--- src/rtl/ep_bank_pkg.sv ---
package ep_bank_pkg;
  typedef enum logic [1:0] {
    EP_CTRL = 2'b00,
    EP_ISO  = 2'b01,
    EP_BULK = 2'b10,
    EP_INTR = 2'b11
  } ep_kind_e;
endpackage

--- src/rtl/ep_bank_ring.sv ---
module ep_bank_ring #(
  parameter int MAX_BANKS = 3,
  parameter int BANK_W    = 2,
  parameter int CNT_W     = 2
) (
  input  logic                 clk_i,
  input  logic                 rst_ni,
  input  logic                 is_ctrl_i,
  input  logic                 dir_in_i,
  input  logic [CNT_W-1:0]     bank_cnt_i,
  input  logic                 out_evt_i,
  input  logic                 in_sent_i,
  input  logic                 fifo_rel_i,
  input  logic                 ctl_fill_i,
  input  logic                 ctl_free_i,
  output logic [MAX_BANKS-1:0] busy_o,
  output logic [MAX_BANKS-1:0] busy_nxt_o,
  output logic [BANK_W-1:0]    fw_ptr_o,
  output logic [BANK_W-1:0]    fw_ptr_nxt_o
);

  logic [MAX_BANKS-1:0] busy_q, busy_d;
  logic [BANK_W-1:0]    fw_q, fw_d, eng_q, eng_d;
  logic [CNT_W-1:0]     cnt_eff;
  logic                 eng_acc;

  function automatic logic [BANK_W-1:0] ring_step(input logic [BANK_W-1:0] p,
                                                  input logic [CNT_W-1:0] n);
    if (32'(p) + 32'd1 >= 32'(n)) return '0;
    return p + BANK_W'(1);
  endfunction

  always_comb begin
    if (is_ctrl_i || bank_cnt_i == '0)             cnt_eff = CNT_W'(1);
    else if (32'(bank_cnt_i) > MAX_BANKS)          cnt_eff = CNT_W'(MAX_BANKS);
    else                                           cnt_eff = bank_cnt_i;
  end

  // engine side: OUT fills a free bank, IN drains a queued one
  always_comb begin
    eng_acc = 1'b0;
    if (!is_ctrl_i) begin
      if (dir_in_i) eng_acc = in_sent_i &  busy_q[eng_q];
      else          eng_acc = out_evt_i & ~busy_q[eng_q];
    end
  end

  always_comb begin
    busy_d = busy_q;
    for (int b = 0; b < MAX_BANKS; b++) begin
      if (is_ctrl_i) begin
        if (b == 0) begin
          if (ctl_fill_i)      busy_d[b] = 1'b1;
          else if (ctl_free_i) busy_d[b] = 1'b0;
        end
      end else begin
        if (fifo_rel_i && fw_q == BANK_W'(b)) busy_d[b] = dir_in_i;
        if (eng_acc && eng_q == BANK_W'(b))   busy_d[b] = ~dir_in_i;
      end
    end
  end

  assign fw_d  = fifo_rel_i ? ring_step(fw_q, cnt_eff)  : fw_q;
  assign eng_d = eng_acc    ? ring_step(eng_q, cnt_eff) : eng_q;

  always_ff @(posedge clk_i or negedge rst_ni) begin
    if (!rst_ni) begin
      busy_q <= '0;
      fw_q   <= '0;
      eng_q  <= '0;
    end else begin
      busy_q <= busy_d;
      fw_q   <= fw_d;
      eng_q  <= eng_d;
    end
  end

  assign busy_o       = busy_q;
  assign busy_nxt_o   = busy_d;
  assign fw_ptr_o     = fw_q;
  assign fw_ptr_nxt_o = fw_d;

  AST_PTR_IN_RANGE: assert property (@(posedge clk_i) disable iff (!rst_ni)
    32'(fw_q) < 32'(cnt_eff));
  AST_PTR_HOLD: assert property (@(posedge clk_i) disable iff (!rst_ni)
    !fifo_rel_i |=> $stable(fw_q));
  AST_CTRL_BANK0_ONLY: assert property (@(posedge clk_i) disable iff (!rst_ni)
    is_ctrl_i |-> (busy_q >> 1) == '0);

endmodule

--- src/rtl/ep_flag_unit.sv ---
module ep_flag_unit #(
  parameter int MAX_BANKS = 3,
  parameter int BANK_W    = 2
) (
  input  logic                 clk_i,
  input  logic                 rst_ni,
  input  logic                 is_ctrl_i,
  input  logic                 dir_in_i,
  input  logic                 setup_evt_i,
  input  logic                 out_evt_i,
  input  logic                 in_sent_i,
  input  logic                 clr_setup_i,
  input  logic                 clr_out_i,
  input  logic                 clr_in_i,
  input  logic                 clr_fifo_i,
  input  logic [MAX_BANKS-1:0] busy_nxt_i,
  input  logic [BANK_W-1:0]    fw_ptr_nxt_i,
  output logic                 setup_o,
  output logic                 out_o,
  output logic                 in_o,
  output logic                 fifo_o,
  output logic                 fifo_rel_o,
  output logic                 ctl_fill_o,
  output logic                 ctl_free_o
);

  logic setup_q, out_q, in_q, fifo_q;
  logic setup_d, out_d, in_d, fifo_d;
  logic ack_q, rdy_nxt, load;

  assign ack_q = dir_in_i ? in_q : out_q;

  // acknowledge must be cleared before the bank can be handed over
  assign fifo_rel_o = ~is_ctrl_i & fifo_q & clr_fifo_i & ~ack_q;
  assign ctl_fill_o = is_ctrl_i & (setup_evt_i | out_evt_i | (clr_in_i & in_q));
  assign ctl_free_o = is_ctrl_i & (clr_setup_i | clr_out_i | in_sent_i);

  // bank at the next pointer is ready for firmware after this edge
  assign rdy_nxt = dir_in_i ? ~busy_nxt_i[fw_ptr_nxt_i] : busy_nxt_i[fw_ptr_nxt_i];
  assign load    = rdy_nxt & (fifo_rel_o | ~fifo_q);

  always_comb begin
    if (is_ctrl_i) begin
      setup_d = setup_evt_i | (setup_q & ~clr_setup_i);
      out_d   = out_evt_i   | (out_q   & ~clr_out_i);
      in_d    = ~busy_nxt_i[0];
      fifo_d  = 1'b0;
    end else begin
      setup_d = 1'b0;
      out_d   = ~dir_in_i & (load | (out_q & ~clr_out_i));
      in_d    =  dir_in_i & (load | (in_q  & ~clr_in_i));
      fifo_d  = fifo_rel_o ? rdy_nxt : (fifo_q | rdy_nxt);
    end
  end

  always_ff @(posedge clk_i or negedge rst_ni) begin
    if (!rst_ni) begin
      setup_q <= 1'b0;
      out_q   <= 1'b0;
      in_q    <= 1'b0;
      fifo_q  <= 1'b0;
    end else begin
      setup_q <= setup_d;
      out_q   <= out_d;
      in_q    <= in_d;
      fifo_q  <= fifo_d;
    end
  end

  assign setup_o = setup_q;
  assign out_o   = out_q;
  assign in_o    = in_q;
  assign fifo_o  = fifo_q;

  AST_SETUP_CTRL_ONLY: assert property (@(posedge clk_i) disable iff (!rst_ni)
    !is_ctrl_i |-> !setup_q);
  AST_SETUP_SET_WINS: assert property (@(posedge clk_i) disable iff (!rst_ni)
    (is_ctrl_i && setup_evt_i) |=> setup_q);
  AST_FIFO_CLR_BLOCKED: assert property (@(posedge clk_i) disable iff (!rst_ni)
    (!is_ctrl_i && fifo_q && clr_fifo_i && ack_q) |=> fifo_q);
  AST_DIR_EXCLUSIVE: assert property (@(posedge clk_i) disable iff (!rst_ni)
    !is_ctrl_i |-> !(out_q && in_q));

endmodule

--- src/rtl/ep_irq_mask.sv ---
module ep_irq_mask #(
  parameter int N_SRC = 3
) (
  input  logic [N_SRC-1:0] flag_i,
  input  logic [N_SRC-1:0] en_i,
  output logic             irq_o
);
  logic [N_SRC-1:0] hit;

  for (genvar i = 0; i < N_SRC; i++) begin : g_src
    assign hit[i] = flag_i[i] & en_i[i];
  end

  assign irq_o = |hit;
endmodule

--- src/rtl/ep_bank_ctrl.sv ---
module ep_bank_ctrl
  import ep_bank_pkg::*;
#(
  parameter  int MAX_BANKS = 3,
  localparam int BANK_W    = (MAX_BANKS > 1) ? $clog2(MAX_BANKS) : 1,
  localparam int CNT_W     = $clog2(MAX_BANKS + 1)
) (
  input  logic                 clk_i,
  input  logic                 rst_ni,
  input  logic [1:0]           ep_type_i,
  input  logic                 ep_dir_in_i,
  input  logic [CNT_W-1:0]     bank_cnt_i,
  input  logic                 setup_evt_i,
  input  logic                 out_evt_i,
  input  logic                 in_sent_i,
  input  logic                 clr_setup_i,
  input  logic                 clr_out_i,
  input  logic                 clr_in_i,
  input  logic                 clr_fifo_i,
  input  logic                 en_setup_i,
  input  logic                 en_out_i,
  input  logic                 en_in_i,
  output logic                 setup_flag_o,
  output logic                 out_flag_o,
  output logic                 in_flag_o,
  output logic                 fifo_ctl_o,
  output logic [MAX_BANKS-1:0] bank_busy_o,
  output logic [BANK_W-1:0]    bank_sel_o,
  output logic                 irq_o
);

  logic                 is_ctrl;
  logic                 fifo_rel, ctl_fill, ctl_free;
  logic [MAX_BANKS-1:0] busy_nxt;
  logic [BANK_W-1:0]    fw_ptr_nxt;

  assign is_ctrl = (ep_type_i == EP_CTRL);

  ep_bank_ring #(
    .MAX_BANKS (MAX_BANKS),
    .BANK_W    (BANK_W),
    .CNT_W     (CNT_W)
  ) i_ring (
    .clk_i        (clk_i),
    .rst_ni       (rst_ni),
    .is_ctrl_i    (is_ctrl),
    .dir_in_i     (ep_dir_in_i),
    .bank_cnt_i   (bank_cnt_i),
    .out_evt_i    (out_evt_i),
    .in_sent_i    (in_sent_i),
    .fifo_rel_i   (fifo_rel),
    .ctl_fill_i   (ctl_fill),
    .ctl_free_i   (ctl_free),
    .busy_o       (bank_busy_o),
    .busy_nxt_o   (busy_nxt),
    .fw_ptr_o     (bank_sel_o),
    .fw_ptr_nxt_o (fw_ptr_nxt)
  );

  ep_flag_unit #(
    .MAX_BANKS (MAX_BANKS),
    .BANK_W    (BANK_W)
  ) i_flags (
    .clk_i        (clk_i),
    .rst_ni       (rst_ni),
    .is_ctrl_i    (is_ctrl),
    .dir_in_i     (ep_dir_in_i),
    .setup_evt_i  (setup_evt_i),
    .out_evt_i    (out_evt_i),
    .in_sent_i    (in_sent_i),
    .clr_setup_i  (clr_setup_i),
    .clr_out_i    (clr_out_i),
    .clr_in_i     (clr_in_i),
    .clr_fifo_i   (clr_fifo_i),
    .busy_nxt_i   (busy_nxt),
    .fw_ptr_nxt_i (fw_ptr_nxt),
    .setup_o      (setup_flag_o),
    .out_o        (out_flag_o),
    .in_o         (in_flag_o),
    .fifo_o       (fifo_ctl_o),
    .fifo_rel_o   (fifo_rel),
    .ctl_fill_o   (ctl_fill),
    .ctl_free_o   (ctl_free)
  );

  ep_irq_mask #(.N_SRC(3)) i_irq (
    .flag_i ({in_flag_o, out_flag_o, setup_flag_o}),
    .en_i   ({en_in_i, en_out_i, en_setup_i}),
    .irq_o  (irq_o)
  );

  AST_CTRL_NO_FIFO: assert property (@(posedge clk_i) disable iff (!rst_ni)
    is_ctrl |-> (!fifo_ctl_o && bank_sel_o == '0));
  AST_OUT_ACK_KEEPS_BANK: assert property (@(posedge clk_i) disable iff (!rst_ni)
    (!is_ctrl && !ep_dir_in_i && clr_out_i && !clr_fifo_i && !out_evt_i)
      |=> $stable(bank_busy_o));

endmodule

--- config.mk ---
export PLATFORM = sky130hd
export DESIGN_NAME = ep_bank_ctrl
export DESIGN_NICKNAME = d
export VERILOG_FILES = /design/src/rtl/ep_bank_pkg.sv /design/src/rtl/ep_bank_ring.sv /design/src/rtl/ep_flag_unit.sv /design/src/rtl/ep_irq_mask.sv /design/src/rtl/ep_bank_ctrl.sv
export SDC_FILE = /design/constraint.sdc
export NUM_CORES = 1
export LEC_CHECK = 0
export BUFFER_PORTS_ARGS = -buffer_cell sky130_fd_sc_hd__buf_2
export CAP_MARGIN = 25
export CORE_ASPECT_RATIO = 1.25
export CORE_UTILIZATION = 30
export DETAILED_ROUTE_END_ITERATION = 16
export HOLD_SLACK_MARGIN = 0.08
export SYNTH_ARGS = -nofsm -noshare
export SYNTH_HDL_FRONTEND = slang
export SYNTH_SLANG_ARGS = --single-unit
--- constraint.sdc ---
create_clock -name clk_i -period 2.5 [get_ports clk_i]
set_input_delay 0.25 -clock clk_i [delete_from_list [all_inputs] [get_ports clk_i]]
set_output_delay 0.25 -clock clk_i [all_outputs]
set_load 0.05 [all_outputs]
==> summary.txt <==
Synth
  – Yosys reg bits: 11
  – Syn Inst Count: 123
  – Avg Cell Area, Syn: 9.00 sq um
  – Sequential area share after synthesis: 24.9%
  – Mapped cell area: 1110 sq um
  – Post-synth top flop: dfrtp_1
  – Yosys warning count: 0
  – Syn Nets: 152
  – Ys async rst share: between 90% and 100%
  – Distinct cell type count after synthesis: 50
  – EDFF count, synth: 0

Detailed routing
  – Via/cell ratio: between 5 and 6
  – Routed wire length per instance: 14.8 um
  – Final wirelength: 2930 um
  – Routed Antenna Nets: 0
  – TritonRoute pass-1 iters: 4
  – Via count: 1071
  – DR DRC count: 0
  – Starting DRC count in detailed routing: 32

Floorplan
  – Core Rows: 24
  – Io pins: 27
  – Die X: 56.3 um
  – Initial Util: 31.5%
  – Die height: ~70 um
  – Die area: 3940 sq um
  – Core Footprint: 3510 sq um

Critical path
  – Worst Path Arrival: 2.39 ns
  – Startpoint types: flip-flop
  – R2r setup slk: roughly 0.23 ns
  – Worst EP required: 2.62 ns
  – Crit path kind: reg2reg
  – Crit Reg-Reg Startpoint: i_ring.fw_ptr_o[1]
  – R2r endpoint: i_flags.fifo_o
  – CP max FO: 4
  – CP endpoint kind: flip-flop
  – Reg2reg path depth: 8

Worst hold path
  – Min-Delay Startpoint: setup_evt_i
  – Hold Crit Class: in2reg
  – Hold depth: 3
  – Worst hold endpoint: i_flags.setup_o

Clock network
  – Root Driver: clkbuf_8
  – CTS tree: yes
  – Postcts setup bufs: 0
  – Clk pin slew, worst setup/hold paths: roughly 0.050 ns
  – CTS H-Tree Depth: 1
  – Clk Latency, worst-skew pair: 0.24 ns
  – Total CTS buffers: 3
  – CTS Sinks: 11
  – Worst-case clock buffer depth: 2

Timing
  – RSZ-0062 raised after global routing: no
  – Max-slew violation count: 0
  – Max Clk Rate: between 400 and 500 MHz
  – Clock skew: 0.00113 ns
  – Fin crit share: 90.8%
  – Final setup TNS: 0 ns
  – Worst-Margin Slew: 0.390 ns
  – Slew Limit Headroom: roughly three quarters
  – Final hold violation count: 0
  – Min cycle time layout: 2.27 ns
  – Final setup fails: 0

Power and ir drop
  – Leakage power: 0.663 nW
  – Power per Cell Area: between 1000 and 1500 nW/um^2
  – Max IR drop VDD: 700 uV

Place
  – Post-DP HPWL: 2340 um
  – I/O Buffers: 26
  – Dpl cells: approximately 190
  – RD Place Congestion: 0.819

Flow run
  – MaxCap Viol Count: 0

Outcome
  – Status: finished clean

GRT
  – Largest net degree at the start of global routing: 12
  – First-pass GRT wire length: 5040 um
  – Initial antenna violation count: 0
  – Total track usage: about 16%
  – Vias in the first global route: between 1000 and 1500
  – Gr ovfl total: 0

Finish
  – Commonest non-fill, non-tap cell in the layout: buf_2
  – Fin nets: roughly 190
  – Share of layout cells above drive strength 1: 29.1%
  – Post-Layout Cell Count: 197
  – # diodes: 0
  – Fillers: 369
  – Commonest non-fill, non-tap cells in the layout: buf_2 (26), nand2_1 (12), ha_1 (12)
  – P&R area growth vs syn: 23.8%
[layout make-up]
type	count	area, sq um	area share (%)
Inverter	12	45.0	3.28
Tap cell	39	48.8	3.56
Timing Repair Buffer	34	193	14.1
Multi-Input combinational cell	97	762	55.6
Clock buffer	4	45.0	3.28
Sequential cell	11	278	20.3
[power breakdown]
part | internal (mW) | switching [mW] | total (mW)
sequential | 0.256 | 0.108 | 0.364
clock | 0.112 | 0.0709 | 0.183
combinational | 0.491 | 0.748 | 1.24
total | 0.859 | 0.927 | 1.79
[critical path, cell delays in order, from the launching register on]
cell       delay, ns
dfrtp_2         0.39
inv_1           0.12
ha_1            0.26
ha_1            0.35
a2111oi_1       0.41
a2bb2oi_1       0.29
nand3_1         0.11
o2111ai_1       0.11
a21oi_1         0.10
[kinds of logic after synthesis]
group,after synthesis,share of synthesized area (%)
AO/OA/AOI/OAI,41,29.7
flip-flops,11,24.9
adder cells (fa/ha/maj),12,13.6
AND/OR/NAND/NOR,38,18.3
multiplexers,6,7.12
buffers and inverters,15,6.44
[flip-flops by register name (all words and copies together), names as in the netlist]
register	count
i_flags.fifo_o	1
i_flags.in_o	1
i_flags.out_o	1
i_flags.setup_o	1
i_ring.busy_o	3
i_ring.eng_q	2
i_ring.fw_ptr_o	2
[worst max-delay path by stage]
stage,start,endpoint,slack (ns),cells after the start
after floorplan,i_ring.fw_ptr_o[0],i_flags.fifo_o,0.06,8
after global placement,ep_type_i[1],i_flags.fifo_o,0.08,12
after detailed placement,ep_type_i[0],i_flags.fifo_o,0.03,11
after CTS,i_ring.fw_ptr_o[1],i_flags.fifo_o,0.20,8
after global routing,i_ring.fw_ptr_o[1],i_flags.fifo_o,0.05,8
final,i_ring.fw_ptr_o[1],i_flags.fifo_o,0.23,8
[stage by stage]
stage / area, sq um / util (%) / setup slack [ns] / hold WS, ns / power, mW
finish: 1370 / 39.0 / 0.229 / 0.252 / 1.79
global route: 1370 / 39.0 / 0.0452 / 0.288 / 1.94
CTS: 1370 / 39.0 / 0.202 / 0.257 / 1.79
detailed placement: 1320 / 37.4 / 0.0273 / 0.147 / 1.60
global placement: 1320 / 37.4 / 0.0772 / 0.146 / 1.57
floorplan: 1110 / - / 0.0603 / -0.0456 / 1.28
[Yosys cell counts, types with 2 or more instances]
cell	instances	area share, %
dfrtp_1	11	25
nor2b_1	4	2.3
a31o_1	3	2.4
nand2b_1	2	1.1
nor3_1	2	0.90
nand2_1	12	4.1
a311oi_1	2	1.6
a31oi_1	3	1.7
ha_1	12	14
mux2i_1	3	2.7
and2_1	3	1.7
o21ai_0	3	1.4
a21oi_1	6	2.7
a211oi_1	2	1.4
o211ai_1	2	1.4
nor2_1	4	1.4
o211a_1	2	1.8
nand3_1	4	1.8
buf_6	2	2.0
inv_1	11	3.7
[what timing repair did]
action                                 CTS  global route
endpoints found under the hold margin   11             0
setup endpoints to repair                0             1
hold buffers                             1             0
resized for setup                        0             1
[layer usage]
layer,wire (um),global-route usage (%),share of wire (%)
met1,1320,21.6,45
met2,1430,26.9,49
met3,132,2.59,4.5
met4,42,5.69,1.4
met5,0,0,0
No activity file was read; power rests on OpenSTA's default activity.
